==> src/rtl/rail_seq_pkg.sv <==
package rail_seq_pkg;

  localparam int RAIL_COUNT = 4;

  typedef enum logic [2:0] {
    ST_QUAL_FIRST  = 3'd0,
    ST_WAIT_SECOND = 3'd1,
    ST_WAIT_THIRD  = 3'd2,
    ST_QUAL_GOOD   = 3'd3,
    ST_MONITOR     = 3'd4
  } seqState_t;

  typedef struct packed {
    logic clear;
    logic run;
  } timerCmd_t;

endpackage

==> src/rtl/rail_seq_datapath.sv <==
module rail_seq_datapath
  import rail_seq_pkg::*;
#(
  parameter int SYNC_STAGES  = 2,
  parameter int DELAY_CYCLES = 19_000_000
) (
  input  logic                  clk,
  input  logic                  rst,
  input  logic [RAIL_COUNT-1:0] railRaw,
  input  timerCmd_t             timerCmd,
  output logic [RAIL_COUNT-1:0] railSync,
  output logic                  delayDone
);

  localparam int CNT_W = $clog2(DELAY_CYCLES + 1);
  localparam logic [CNT_W-1:0] CNT_LIMIT = CNT_W'(DELAY_CYCLES);

  logic [RAIL_COUNT-1:0] syncPipe [SYNC_STAGES];
  logic [CNT_W-1:0]      delayCnt;

  for (genvar s = 0; s < SYNC_STAGES; s++) begin : g_sync
    if (s == 0) begin : g_first
      always_ff @(posedge clk) begin
        if (rst) syncPipe[s] <= '0;
        else     syncPipe[s] <= railRaw;
      end
    end else begin : g_next
      always_ff @(posedge clk) begin
        if (rst) syncPipe[s] <= '0;
        else     syncPipe[s] <= syncPipe[s-1];
      end
    end
  end

  assign railSync  = syncPipe[SYNC_STAGES-1];
  assign delayDone = (delayCnt == CNT_LIMIT);

  always_ff @(posedge clk) begin
    if (rst || timerCmd.clear) delayCnt <= '0;
    else if (timerCmd.run && !delayDone) delayCnt <= delayCnt + 1'b1;
  end

  AST_NO_OVERFLOW: assert property (@(posedge clk) disable iff (rst)
    delayCnt <= CNT_LIMIT);
  AST_CLEAR_RESTARTS: assert property (@(posedge clk) disable iff (rst)
    timerCmd.clear |=> (delayCnt == '0));
  AST_RUN_ADVANCES: assert property (@(posedge clk) disable iff (rst)
    (timerCmd.run && !timerCmd.clear && !delayDone) |=> (delayCnt == $past(delayCnt) + 1'b1));

endmodule

==> src/rtl/rail_seq_ctrl.sv <==
module rail_seq_ctrl
  import rail_seq_pkg::*;
(
  input  logic                  clk,
  input  logic                  rst,
  input  logic [RAIL_COUNT-1:0] railSync,
  input  logic                  delayDone,
  output timerCmd_t             timerCmd,
  output logic [2:0]            railEn,
  output logic                  powerGood
);

  seqState_t state, nextState;
  logic      firstOk, laterOk;

  assign firstOk = railSync[0];
  assign laterOk = &railSync[RAIL_COUNT-1:1];

  always_ff @(posedge clk) begin
    if (rst) state <= ST_QUAL_FIRST;
    else     state <= nextState;
  end

  always_comb begin
    nextState      = state;
    timerCmd.clear = 1'b1;
    timerCmd.run   = 1'b0;
    case (state)
      ST_QUAL_FIRST: begin
        timerCmd.clear = !firstOk;
        timerCmd.run   = firstOk;
        if (firstOk && delayDone) nextState = ST_WAIT_SECOND;
      end
      ST_WAIT_SECOND: begin
        if (!firstOk)         nextState = ST_QUAL_FIRST;
        else if (railSync[1]) nextState = ST_WAIT_THIRD;
      end
      ST_WAIT_THIRD: begin
        if (!firstOk)         nextState = ST_QUAL_FIRST;
        else if (railSync[2]) nextState = ST_QUAL_GOOD;
      end
      ST_QUAL_GOOD: begin
        if (!firstOk) begin
          nextState = ST_QUAL_FIRST;
        end else begin
          timerCmd.clear = !laterOk;
          timerCmd.run   = laterOk;
          if (laterOk && delayDone) nextState = ST_MONITOR;
        end
      end
      ST_MONITOR: begin
        if (!firstOk)      nextState = ST_QUAL_FIRST;
        else if (!laterOk) nextState = ST_QUAL_GOOD;
      end
      default: nextState = ST_QUAL_FIRST;
    endcase
  end

  assign railEn[0] = (state != ST_QUAL_FIRST);
  assign railEn[1] = (state == ST_WAIT_THIRD) || (state == ST_QUAL_GOOD) || (state == ST_MONITOR);
  assign railEn[2] = (state == ST_QUAL_GOOD) || (state == ST_MONITOR);
  assign powerGood = (state == ST_MONITOR);

  AST_RESET_LOW: assert property (@(posedge clk)
    $past(rst) |-> (railEn == 3'b000 && !powerGood));
  AST_FIRST_NEEDS_DELAY: assert property (@(posedge clk) disable iff (rst)
    $rose(railEn[0]) |-> ($past(delayDone) && $past(firstOk)));
  AST_GOOD_NEEDS_DELAY: assert property (@(posedge clk) disable iff (rst)
    $rose(powerGood) |-> ($past(delayDone) && $past(laterOk)));
  AST_FIRST_LOSS: assert property (@(posedge clk) disable iff (rst)
    (railEn[0] && !firstOk) |=> (railEn == 3'b000 && !powerGood));
  AST_LATER_LOSS: assert property (@(posedge clk) disable iff (rst)
    (powerGood && firstOk && !laterOk) |=> (!powerGood && railEn == 3'b111));
  AST_ORDER_SECOND: assert property (@(posedge clk) disable iff (rst)
    $rose(railEn[1]) |-> $past(railEn[0]));
  AST_ORDER_THIRD: assert property (@(posedge clk) disable iff (rst)
    $rose(railEn[2]) |-> $past(railEn[1]));
  AST_ORDER_GOOD: assert property (@(posedge clk) disable iff (rst)
    $rose(powerGood) |-> $past(railEn[2]));

endmodule

==> src/rtl/rail_sequencer.sv <==
module rail_sequencer
  import rail_seq_pkg::*;
#(
  parameter int SYNC_STAGES  = 2,
  parameter int DELAY_CYCLES = 19_000_000
) (
  input  logic       clk,
  input  logic       rst,
  input  logic [3:0] railOk,
  output logic [2:0] railEn,
  output logic       powerGood
);

  logic [RAIL_COUNT-1:0] railSync;
  logic                  delayDone;
  timerCmd_t             timerCmd;

  rail_seq_datapath #(
    .SYNC_STAGES (SYNC_STAGES),
    .DELAY_CYCLES(DELAY_CYCLES)
  ) u_datapath (
    .clk      (clk),
    .rst      (rst),
    .railRaw  (railOk),
    .timerCmd (timerCmd),
    .railSync (railSync),
    .delayDone(delayDone)
  );

  rail_seq_ctrl u_ctrl (
    .clk      (clk),
    .rst      (rst),
    .railSync (railSync),
    .delayDone(delayDone),
    .timerCmd (timerCmd),
    .railEn   (railEn),
    .powerGood(powerGood)
  );

endmodule

==> config.mk <==
export PLATFORM = sky130hd
export DESIGN_NAME = rail_sequencer
export DESIGN_NICKNAME = d
export VERILOG_FILES = /design/src/rtl/rail_seq_pkg.sv /design/src/rtl/rail_seq_datapath.sv /design/src/rtl/rail_seq_ctrl.sv /design/src/rtl/rail_sequencer.sv
export SDC_FILE = /design/constraint.sdc
export NUM_CORES = 1
export LEC_CHECK = 0
export BUFFER_PORTS_ARGS = -buffer_cell sky130_fd_sc_hd__buf_2
export CAP_MARGIN = 20
export CORE_UTILIZATION = 59
export DETAILED_ROUTE_END_ITERATION = 10
export PLACE_DENSITY = 0.82
export SYNTH_ARGS = -nofsm -noshare
export SYNTH_HDL_FRONTEND = slang
export SYNTH_SLANG_ARGS = --single-unit
==> constraint.sdc <==
create_clock -name clk -period 2.85 [get_ports clk]
set_clock_uncertainty 0.05 [all_clocks]
set_input_delay 0.1425 -clock clk [delete_from_list [all_inputs] [get_ports clk]]
set_output_delay 0.1425 -clock clk [all_outputs]
set_load 0.05 [all_outputs]
Word-level counts from Yosys, hierarchy flattened
Memories as Yosys holds them, arrays and structs flattened.
Index checks and enable logic that the tools add are counted.
{"block": "word_totals", "ff_bits": 28, "latchBits": 0, "ram_bits": 8, "romBits": 0, "input_bits": 6, "out_inout_bits": 4, "elab_cells": 47, "mem_count": 1}
{"memory": "u_datapath.syncPipe", "depth": 2, "width": 4, "read_ports": 2, "rd_ports_with_merged_regs": 0, "write_ports": 2, "line_no": "rail_seq_datapath.sv:18", "text": "logic [RAIL_COUNT-1:0] syncPipe [SYNC_STAGES];"}
{"block": "classes", "n_addsub": 1, "n_mul": 0, "n_div": 0, "magnitude_cmp": 0, "n_eq_ne": 10, "shifts": 0, "muxes": 17, "bitwise": 2, "reduce_logical": 14}
{"op": "$mux 3", "n": 9}
{"op": "$add 25x1->25 const B", "n": 1}
{"op": "$eq 25x25->1 const B", "n": 1}
{"op": "$pmux 3 s5", "n": 1}
{"op": "$ne 3x3->1 const B", "n": 4}
{"op": "$mux 4", "n": 2}
{"op": "$eq 3x2->1 const B", "n": 2}
{"op": "$reduce_and 5->1", "n": 1}
{"op": "$logic_or 1x1->1", "n": 4}
{"op": "$pmux 2 s2", "n": 1}
{"op": "$eq 3x1->1 const B", "n": 1}
{"op": "$eq 3x3->1 const B", "n": 1}
{"op": "$logic_and 1x1->1", "n": 3}
{"op": "$logic_not 1->1", "n": 3}
{"op": "$logic_not 3->1", "n": 1}
{"op": "$mux 1", "n": 3}
{"op": "$reduce_and 3->1", "n": 1}
{"op": "$reduce_bool 3->1", "n": 1}
{"op": "$mux 2", "n": 1}
{"op": "$ne 2x1->1 const B", "n": 1}
{"op": "$or 1x1->1", "n": 2}

Logic depth before layout (Yosys ltp)
{"block": "logic_depth", "ltp_word": 5, "depth_mapped": 7, "mapped_depth_nobuf": 6}

Modules after synthesis
From an unflattened synthesis, not the netlist that was laid out.
{"block": "unflattened", "hier_cells": 186, "area_unflattened_um2": 1672.9}
{"module": "rail_seq_datapath", "instances": 1, "cells_each": 154, "area_each_um2": 1418.9}
{"module": "rail_seq_ctrl", "instances": 1, "cells_each": 32, "area_each_um2": 254.0}

Least setup slack after synthesis
No wires, ideal clock.
{"block": "synth_path", "kind": "reg2reg", "startpoint": "register u_datapath.delayCnt[3]", "endpoint": "register u_datapath.delayCnt[2]", "setup_ns": 0.128, "arrival_ns": 1.954, "required_ns": 2.672, "path_slack_ns": 0.719, "stages_incl_launch_ff": 8, "period_less_slack_ns": 2.131, "cell_sequence": "dfxtp_1 or4_1 or4_1 buf_6 o211ai_4 buf_6 mux2_2 nor2_1"}
{"block": "synth_between", "elab_chain_cells": 3}
{"item": "from (decl)", "line_no": "rail_seq_datapath.sv:19", "text": "logic [CNT_W-1:0] delayCnt;"}
{"item": "from (signal assigned)", "line_no": "rail_seq_datapath.sv:40", "text": "else if (timerCmd.run && !delayDone) delayCnt <= delayCnt + 1'b1;"}
{"item": "$eq 25x25->1", "line_no": "rail_seq_datapath.sv:36", "text": "assign delayDone = (delayCnt == CNT_LIMIT);"}
{"item": "$logic_not 1->1", "line_no": "rail_seq_datapath.sv:40"}
{"item": "$logic_and 1x1->1", "line_no": "rail_seq_datapath.sv:40"}
No other way between the ends.
A chain may end at the register's enable or synchronous reset.

Worst setup path after layout
Same ends and word-level chain as after synthesis.

==> results.json <==
{
  "status": "finished, final reports clean",
  "initialDrtViolationCount": 50,
  "multi_input_area_um2": 973.4,
  "place.gp.congestion": 0.8263,
  "clockRootBuffer": "clkbuf_4",
  "drt_pre_antenna_iters": 4,
  "fin_util_pct": 69.59,
  "drive_gt1_share_pct": 14.41,
  "cp.required_ns": 3.03,
  "n_antenna_cell": 0,
  "num_vias": 1561,
  "fin_cells": 253,
  "wire_per_inst_um": 14.43,
  "p_total_mw": 0.8825,
  "worstMarginPinSlew_ns": 0.3918,
  "avgViaCountPerCell": 6.170,
  "min_from": "rst",
  "cellPowerDensity_nw_per_um2": 455.9,
  "fin_crit_ns": 2.375,
  "grt_max_degree": 25,
  "wl_um": 3651,
  "placedCellCount": 241,
  "async_flop_share_pct": 0,
  "fin_crit_sh_pct": 83.32,
  "r2r_cells": 5,
  "rows": 19,
  "hpwlAfterDp_um": 2637,
  "path_max_fanout": 13,
  "clk_pin_slew_worst_paths_ns": 0.11,
  "dieHeight_um": 56.65,
  "worst-setup-path-type": "reg -> reg",
  "crit_top_cell": "or4_1",
  "startpoint": "u_datapath.delayCnt[3]",
  "port_buffers": 9,
  "worstHoldPathType": "in -> reg",
  "clock_path_buffers": 2,
  "synth_cell_type_count": 43,
  "clock.fmax_ghz": 0.4211,
  "grt_pass1_vias": 1473,
  "synth.avg_cell_area_um2": 8.552,
  "ctsResizeCount": 0,
  "yosys.area.top_type_share_pct": 40.91,
  "syn_nets": 214,
  "critical_path_buf_inv_count": 0,
  "grt_pass1_wl_um": 6161,
  "synthTopCellsByArea": "dfxtp_1 41%, or3_1 6.0%, o21ai_0 4.3%",
  "grt_use_total_pct": 25.22,
  "holdPathStages": 2,
  "cp.arrival_ns": 2.55,
  "ios": 10,
  "slew_headroom_pct": 73.66,
  "setup_viol": 0,
  "synth_common_cells": "36 x dfxtp_1, 17 x nand2_1, 17 x or3_1, 15 x o21ai_0, 14 x nor2_1",
  "synth_seq_cells": 36,
  "numCtsBuffers": 5,
  "grt-ovfl-total": 0,
  "drc": 0,
  "area_growth_pct": 9.872,
  "fp.dieArea_um2": 3209,
  "slowest_stage": "or4_1",
  "drv_slew": 0,
  "slowest_delay_ns": 0.64,
  "r2r_slack_ns": 0.48,
  "cp_top_family": "simple AND/OR/NAND/NOR gates",
  "synth-seq-area-share_pct": 40.91,
  "register_area_um2": 720.7,
  "critPathLaunchType": "flip-flop",
  "rsz0062_at_grt": "no",
  "yosys_warnings": 0,
  "r2r_start": "u_datapath.delayCnt[3]",
  "cts.sinks": 36,
  "ir_worst_vdd_mv": 0.4931,
  "synth_edf_count": 0,
  "cp-end-kind": "flip-flop",
  "postRouteAntennaNets": 0,
  "yosys.area.top_type": "dfxtp_1",
  "yosysMostFrequentCell": "dfxtp_1",
  "r2r-end": "u_datapath.delayCnt[2]",
  "cts_tree": "yes",
  "crit_chain": "or4_1, or4_1, o211ai_4, mux2_2, nor2_1",
  "syn-instance-count": 206,
  "clock_latency_ns": 0.34,
  "antenna_found_initial": 0,
  "die_w_um": 56.65,
  "tns_ns": 0,
  "core_area_um2": 2781,
  "holdPathEnd": "u_datapath.syncPipe[1][1]",
  "syn-cell-area_um2": 1762,
  "final_net_count": 229,
  "cts_max_level": 2,
  "synthFlopType": "dfxtp_1",
  "cts.hold.buffers_added": 4,
  "fillers": 216,
  "hold_violations": 0,
  "drv_cap": 0,
  "post_cts_buffers": 0,
  "start_util_pct": 63.34,
  "p_leak_nw": 0.6255
}
==> cell usage in the layout (no fill, tap or decap), types with 4 or more instances in the layout <==
master          n
or4_1           4
clkbuf_4        5
buf_2           9
or3_1          17
dfxtp_1        36
a21oi_1        13
nor2b_1        11
nor2_1         14
a21oi_2         5
nand4_1         6
nand2_1        17
o21ai_0        15
nand3_1        10
inv_1           7
xor2_1          5
dlygate4sd3_1   4
==> per-stage QoR <==
stage | worst slack, ns | hold WS (ns) | instance area [um^2]
detailed placement | 0.4993 | 0.3126 | 1819
floorplan | 0.7187 | 0.1641 | 1762
finish | 0.4754 | 0.02626 | 1936
global route | 0.2627 | 0.02599 | 1936
global placement | 0.5732 | 0.3038 | 1819
CTS | 0.4866 | 0.02005 | 1936
==> per-layer routing <==
| metal | GRT usage [%] | up-vias | share of wire (%) |
|---|---|---|---|
| met5 | 0 | - | 0 |
| met4 | 13.24 | 0 | 2.3 |
| met3 | 8.065 | 7 | 2.4 |
| met2 | 42.52 | 17 | 51 |
| met1 | 28.15 | 764 | 44 |
| li1 | - | 773 | - |
==> registers in the layout, summed over array words and instances (netlist names) <==
signal and flops:
u_datapath.syncPipe 8, u_ctrl.state 3, u_datapath.delayCnt 25
==> cells by family after synthesis <==
logic type	count (synthesis)	share of synthesized area [%]
AO/OA/AOI/OAI	46	17.05
buffers and inverters	14	3.836
multiplexers	2	1.207
XOR/XNOR	6	2.983
AND/OR/NAND/NOR	100	32.60
flip-flops	36	40.91
adder cells (fa/ha/maj)	2	1.420
==> final cells by class <==
type                       instances  area share, %
multi-input combinational        156          50.29
sequential                        36          37.23
timing repair buffer              15          5.171
clock buffer                       6          2.133
tap                               31          2.004
clock inverter                     2          1.810
inverter                           7          1.357
==> how the worst max path moves through the flow <==
stage / endpoint / slack [ns] / cells past startpoint
floorplan: u_datapath.delayCnt[2] / 0.72 / 7
global placement: u_datapath.delayCnt[2] / 0.57 / 5
detailed placement: u_datapath.delayCnt[2] / 0.50 / 5
CTS: u_datapath.delayCnt[2] / 0.49 / 5
global route: u_datapath.delayCnt[24] / 0.26 / 5
finish: u_datapath.delayCnt[2] / 0.48 / 5
==> power by group <==
part	switching, mW	internal (mW)
combinational	0.00940	0.0110
sequential	0.00238	0.508
clock	0.167	0.184
No activity file was read; power rests on OpenSTA's default activity.
